File: config.mk
export PLATFORM = sky130hd
export DESIGN_NAME = pixel_plane_xpose
export DESIGN_NICKNAME = d
export VERILOG_FILES = /design/src/rtl/xpose_pkg.sv /design/src/rtl/xpose_plane_ram.sv /design/src/rtl/xpose_lane_merge.sv /design/src/rtl/xpose_ctrl.sv /design/src/rtl/pixel_plane_xpose.sv
export SDC_FILE = /design/constraint.sdc
export NUM_CORES = 1
export LEC_CHECK = 0
export BUFFER_PORTS_ARGS = -buffer_cell sky130_fd_sc_hd__buf_2
export CAP_MARGIN = 25
export CORE_ASPECT_RATIO = 0.6
export CORE_MARGIN = 1.5
export CORE_UTILIZATION = 56
export DETAILED_ROUTE_END_ITERATION = 7
export PLACE_DENSITY = 0.73
export SYNTH_ARGS = -nofsm -noshare
export SYNTH_HDL_FRONTEND = slang
export SYNTH_SLANG_ARGS = --single-unit
File: constraint.sdc
create_clock -name clk -period 4.97 [get_ports clk]
set_input_delay 0.2485 -clock clk [delete_from_list [all_inputs] [get_ports clk]]
set_output_delay 0.2485 -clock clk [all_outputs]
set_load 0.02 [all_outputs]
File: src/rtl/xpose_pkg.sv
package xpose_pkg;

    localparam int BITS_PER_PIX = 24;
    localparam int CNT_W        = 5;

    typedef enum logic [1:0] {
        ST_IDLE  = 2'd0,
        ST_READ  = 2'd1,
        ST_WRITE = 2'd2,
        ST_CLEAR = 2'd3
    } xp_state_e;

    typedef struct packed {
        logic [7:0] grn;
        logic [7:0] red;
        logic [7:0] blu;
    } rgb_t;

    // Serial bit for word offset k: green first, each byte MSB first.
    function automatic logic pick_bit(rgb_t px, logic [CNT_W-1:0] k);
        logic [BITS_PER_PIX-1:0] flat;
        flat = {px.grn, px.red, px.blu};
        return flat[CNT_W'(BITS_PER_PIX - 1) - k];
    endfunction

endpackage

File: src/rtl/xpose_plane_ram.sv
module xpose_plane_ram #(
    parameter int W     = 8,
    parameter int DEPTH = 96,
    parameter int AW    = 7
) (
    input  logic          clk,
    input  logic          we,
    input  logic [AW-1:0] addr,
    input  logic [W-1:0]  wdata,
    output logic [W-1:0]  rdata
);

    logic [W-1:0] mem [DEPTH];

    always_ff @(posedge clk) begin
        if (we) begin
            mem[addr] <= wdata;
        end
        rdata <= mem[addr];
    end

endmodule

File: src/rtl/xpose_lane_merge.sv
module xpose_lane_merge #(
    parameter int LANES = 8,
    parameter int LW    = 3
) (
    input  logic [LANES-1:0] old_word,
    input  logic [LW-1:0]    lane,
    input  logic             bit_val,
    output logic [LANES-1:0] new_word
);

    for (genvar i = 0; i < LANES; i++) begin : g_lane
        assign new_word[i] = (lane == LW'(i)) ? bit_val : old_word[i];
    end

endmodule

File: src/rtl/xpose_ctrl.sv
module xpose_ctrl
    import xpose_pkg::*;
#(
    parameter int LANES    = 8,
    parameter int MAX_LEDS = 4,
    parameter int LANE_IW  = 4,
    parameter int LED_IW   = 3,
    parameter int LW       = 3,
    parameter int DEPTH    = 96,
    parameter int AW       = 7
) (
    input  logic               clk,
    input  logic               rst,
    input  logic               pix_valid,
    input  logic [LANE_IW-1:0] pix_lane,
    input  logic [LED_IW-1:0]  pix_led,
    input  rgb_t               pix_px,
    input  logic               blank_req,
    input  logic               gen_active,
    output logic               ready,
    output logic               err,
    output logic               ram_we,
    output logic               wr_clear,
    output logic [AW-1:0]      ptr,
    output logic [LW-1:0]      lane_q,
    output rgb_t               px_q,
    output logic [CNT_W-1:0]   bit_k
);

    xp_state_e state;
    logic      bad_idx;

    assign ready    = (state == ST_IDLE) && !gen_active;
    assign bad_idx  = (pix_lane >= LANE_IW'(LANES)) || (pix_led >= LED_IW'(MAX_LEDS));
    assign ram_we   = !gen_active && ((state == ST_WRITE) || (state == ST_CLEAR));
    assign wr_clear = (state == ST_CLEAR);

    always_ff @(posedge clk) begin
        if (rst) begin
            state  <= ST_IDLE;
            ptr    <= '0;
            bit_k  <= '0;
            lane_q <= '0;
            px_q   <= '0;
            err    <= 1'b0;
        end else begin
            err <= 1'b0;
            unique case (state)
                ST_IDLE: begin
                    if (ready && blank_req) begin
                        state <= ST_CLEAR;
                        ptr   <= '0;
                    end else if (ready && pix_valid) begin
                        if (bad_idx) begin
                            err <= 1'b1;
                        end else begin
                            state  <= ST_READ;
                            ptr    <= AW'(pix_led) * AW'(BITS_PER_PIX);
                            bit_k  <= '0;
                            lane_q <= pix_lane[LW-1:0];
                            px_q   <= pix_px;
                        end
                    end
                end
                ST_READ: begin
                    if (!gen_active) begin
                        state <= ST_WRITE;
                    end
                end
                ST_WRITE: begin
                    if (gen_active) begin
                        state <= ST_READ;
                    end else if (bit_k == CNT_W'(BITS_PER_PIX - 1)) begin
                        state <= ST_IDLE;
                    end else begin
                        bit_k <= bit_k + 1'b1;
                        ptr   <= ptr + 1'b1;
                        state <= ST_READ;
                    end
                end
                ST_CLEAR: begin
                    if (!gen_active) begin
                        if (ptr == AW'(DEPTH - 1)) begin
                            state <= ST_IDLE;
                        end else begin
                            ptr <= ptr + 1'b1;
                        end
                    end
                end
                default: state <= ST_IDLE;
            endcase
        end
    end

endmodule

File: src/rtl/pixel_plane_xpose.sv
module pixel_plane_xpose
    import xpose_pkg::*;
#(
    parameter  int LANES    = 8,
    parameter  int MAX_LEDS = 4,
    localparam int LANE_IW  = $clog2(LANES) + 1,
    localparam int LED_IW   = $clog2(MAX_LEDS) + 1,
    localparam int DEPTH    = MAX_LEDS * BITS_PER_PIX,
    localparam int AW       = $clog2(DEPTH)
) (
    input  logic               clk,
    input  logic               rst,
    input  logic               pix_valid,
    input  logic [LANE_IW-1:0] pix_lane,
    input  logic [LED_IW-1:0]  pix_led,
    input  logic [7:0]         pix_grn,
    input  logic [7:0]         pix_red,
    input  logic [7:0]         pix_blu,
    input  logic               blank_req,
    input  logic               gen_active,
    input  logic [AW-1:0]      gen_addr,
    output logic               ready,
    output logic               err,
    output logic [LANES-1:0]   gen_data
);

    localparam int LW = $clog2(LANES);

    rgb_t             pix_px;
    rgb_t             px_q;
    logic             ram_we;
    logic             wr_clear;
    logic [AW-1:0]    ptr;
    logic [AW-1:0]    ram_addr;
    logic [LW-1:0]    lane_q;
    logic [CNT_W-1:0] bit_k;
    logic [LANES-1:0] ram_q;
    logic [LANES-1:0] merged;
    logic [LANES-1:0] ram_wdata;
    logic             cur_bit;

    assign pix_px    = '{grn: pix_grn, red: pix_red, blu: pix_blu};
    assign ram_addr  = gen_active ? gen_addr : ptr;
    assign cur_bit   = pick_bit(px_q, bit_k);
    assign ram_wdata = wr_clear ? '0 : merged;
    assign gen_data  = ram_q;

    xpose_ctrl #(
        .LANES(LANES), .MAX_LEDS(MAX_LEDS), .LANE_IW(LANE_IW), .LED_IW(LED_IW),
        .LW(LW), .DEPTH(DEPTH), .AW(AW)
    ) u_ctrl (
        .clk(clk), .rst(rst),
        .pix_valid(pix_valid), .pix_lane(pix_lane), .pix_led(pix_led),
        .pix_px(pix_px), .blank_req(blank_req), .gen_active(gen_active),
        .ready(ready), .err(err), .ram_we(ram_we), .wr_clear(wr_clear),
        .ptr(ptr), .lane_q(lane_q), .px_q(px_q), .bit_k(bit_k)
    );

    xpose_lane_merge #(.LANES(LANES), .LW(LW)) u_merge (
        .old_word(ram_q), .lane(lane_q), .bit_val(cur_bit), .new_word(merged)
    );

    xpose_plane_ram #(.W(LANES), .DEPTH(DEPTH), .AW(AW)) u_ram (
        .clk(clk), .we(ram_we), .addr(ram_addr), .wdata(ram_wdata), .rdata(ram_q)
    );

endmodule

==> flow_metrics.py <==
metrics = {
    "status": {
        "run_status": "finished clean",
    },
    "clocking": {
        "htreeDepth": 3,
        "clock-sinks": 818,
        "cts.path.max_buffers": 3,
        "numCtsBuffers": 70,
        "clkTransAtPathRegs_ns": 0.07,
        "postCtsResizedCells": 0,
        "cts_tree": "done",
        "clockRootBuffer": "clkbuf_16",
        "cts_hold_buffers": 31,
        "post_cts.repair.setup_buffers": 0,
        "clk_latency_ns": 0.61,
    },
    "layout": {
        "layout-area-overhead-vs-synth_pct": 12.1,
        "post_route_cells_drive_above_1_share": 0.115,
        "final_instance_count_excl_fillers": 2884,
        "fillerInstances": 3819,
        "antenna-diode-count": 0,
        "final_util": 0.638,
        "num-nets-final": 2121,
    },
    "grt": {
        "grt_usage": 0.274,
        "grt_antenna_before_repair": 0,
        "grt_pass1_vias": 17870,
        "globalRoute.totalOverflow": 0,
        "first_pass_grt_wire_length_um": 118000,
        "pin_count_of_the_biggest_net_entering_global_routing": 97,
    },
    "power": {
        "p_per_area_nw_per_um2": 404,
        "sw_frac_of_total": 0.231,
        "power.sequential.fraction": 0.546,
        "comb_power_share": 0.086,
        "switching_power_w": 0.00334,
        "share_clk_of_total_power": 0.369,
        "cell_internal_pwr_w": 0.0111,
        "vdd_drop_max_mv": 0.358,
        "power.static_leakage_nw": 11.4,
    },
    "die": {
        "die_width_um": 311,
        "initial_utilization": 0.569,
        "design.portCount": 53,
        "coreArea_um2": 56100,
        "core.rowCount": 67,
        "die_area_um2": 58400,
        "chipHeight_um": 188,
    },
    "timing": {
        "finalClockSkew_ns": 0.0249,
        "timing.max_slew.rel_slack": 0.280,
        "fin_tns_setup_ns": 0,
        "slew_violations": 0,
        "hold_viol_final": 0,
        "worst_margin_pin_slew_ns": 1.08,
        "count_of_final_setup_violators": 0,
        "layout_worst_path_cycle_share": 0.736,
        "max_clock_freq_ghz": 0.274,
        "hold-worst-slack_ns": 0.122,
        "final.min_clock_period_ns": 3.66,
        "rsz0062_at_grt": "no",
        "finalWorstSetupSlack_ns": 1.31,
    },
    "worst_setup_path": {
        "class_of_the_most_critical_setup_path": "reg2reg",
        "crit_required_ns": 5.20,
        "path_max_fanout": 14,
        "timing.reg2reg.worst_path_depth": 3,
        "cp_slowest_stage_delay_ns": 1.00,
        "worst_path_max_delay_cell": "nor2_1",
        "path_cells": "nor2b_1 -> nand2_1 -> nor2_1",
        "worst_ep_arrival_time_ns": 3.89,
        "start_kind": "register",
        "worst_setup_path_end_kind": "register",
    },
    "yosys": {
        "synth_xor_area_frac": 0.00220,
        "synthesis.instances": 1986,
        "synthesis.area_per_instance_um2": 16.1,
        "synth.largest_area_cell": "edfxtp_1",
        "yosys-top-cells-area": "edfxtp_1 (72%), mux2i_1 (8.0%), dfxtp_1 (3.1%)",
        "ys.warnings.count": 0,
        "synth_top_family_by_area": "compound AO/OA/AOI/OAI gates",
        "postSynth.asyncResetShare": 0,
        "ys_ff_latch": 818,
        "ys_seq_area_frac": 0.755,
        "muxShareOfSynthArea": 0.0873,
        "post-synth-top-area-fraction": 0.723,
        "yosysUniqueCellTypes": 57,
        "synthAdderAreaFrac": 0.00220,
        "post_synth_instance_area_um2": 31900,
        "syn_nets": 2034,
        "yosysMostFrequentCell": "edfxtp_1",
        "ys.flop_type": "edfxtp_1",
        "synth_common_cells": "edfxtp_1 (768), mux2i_1 (256), o22ai_1 (127)",
        "synth-compound-area-share": 0.0918,
        "synth_simple_gate_area_share": 0.0427,
        "number_of_synthesized_flops_with_an_enable_pin": 768,
    },
    "route": {
        "via_per_inst": 6.53,
        "drt_pass1_iterations": 5,
        "route.detailed.wl_per_inst_um": 27.8,
        "routed_wirelength_um": 80200,
        "count_of_unresolved_drc_violations_after_routing": 0,
        "route.vias.total": 18819,
        "detailedRoute.firstIterationViolations": 3222,
        "antenna_violating_nets_post_route": 0,
    },
    "job": {
        "reported_max_cap_violation_count": 0,
    },
    "min_path": {
        "timing.hold.worst_path_depth": 4,
        "hold_path_class": "in2reg",
    },
    "placed_design": {
        "routabilityCongestion": 0.865,
        "detailedPlacementHpwl_um": 48900,
        "dpl_worst_slack_ns": 1.27,
        "buffer_ports.inserted": 52,
        "dp.cells": 2725,
    },
}
-- worst max-delay path, delay by kind of cell, from the launching register on --
kind,cells,cell delay [ns]
DFF,1,0.61
and+or+nand+nor,3,2.66
-- power groups by stage --
stage / Combinational [W] / Sequential, W / Clock [W]
floorplan: 0.000610 / 0.00807 / 0
global placement: 0.00114 / 0.00803 / 0
detailed placement: 0.00117 / 0.00803 / 0
CTS: 0.00119 / 0.00788 / 0.00536
global route: 0.00129 / 0.00788 / 0.00563
finish: 0.00124 / 0.00788 / 0.00533
-- through the flow --
stage               area, um2  power [W]
finish                  35800     0.0144
global placement        33200    0.00917
detailed placement      33200    0.00921
global route            35800     0.0148
floorplan               31900    0.00868
CTS                     35700     0.0144
-- flip-flops by register name, indices dropped and copies added, names as in the netlist --
register,flops
u_ctrl.px_q,24
u_ctrl.state,2
u_ctrl.ptr,7
u_ctrl.lane_q,3
u_ctrl.err,1
u_ram.mem,768
u_ram.rdata,8
u_ctrl.bit_k,5
-- routing by layer --
layer / track usage / wire length [um]
met5: 0 / 0
met4: 0.0561 / 1540
met2: 0.379 / 33700
met1: 0.428 / 33700
met3: 0.0835 / 11200
-- final cells by class --
type / count / area [um2] / share of cell area
sequential: 818 / 24100 / 0.673
timing repair buffer: 139 / 1150 / 0.0322
multi-input combinational: 1033 / 7360 / 0.206
inverter: 11 / 41.3 / 0.00115
clock inverter: 33 / 255 / 0.00714
tap: 759 / 950 / 0.0266
clock buffer: 91 / 1940 / 0.0542
-- logic make-up (layout without fill, tap and decap cells) --
logic type      after synthesis  in the layout
flops                       818            818
compound gates              439            439
simple gates                313            313
mux                         268            268
buf+inv                     135            274
xor+xnor                      8              8
fa+ha+maj                     5              5
-- path summary, 6_finish.rpt --
kind,startpoint,to,slack [ns]
hold / removal,pix_lane[3],u_ctrl.state[0]$_SDFFE_PP0P_,0.12
hold reg to reg,u_ctrl.px_q[2]$_SDFFE_PP0P_,u_ctrl.px_q[2]$_SDFFE_PP0P_,0.46
setup / recovery,u_ctrl.state[1]$_SDFFE_PP0P_,u_ram.mem[3][7]$_DFFE_PP_,1.31
setup reg to reg,u_ctrl.state[1]$_SDFFE_PP0P_,u_ram.mem[3][7]$_DFFE_PP_,1.31
-- cells in the final DEF, fill, tap and decap left out, drive strengths merged, types with 14 or more instances in the layout --
cell and instances:
o22ai 130, a22oi 121, nor2 113, o21ai 67, dlygate4sd3 31, buf 107, a41oi 24, nand4 25
nor3 14, clkbuf 92, mux2i 257, dfxtp 50, edfxtp 768, nand2 121, clkinv 27, a21oi 54
Power figures use the tool's default switching activity.
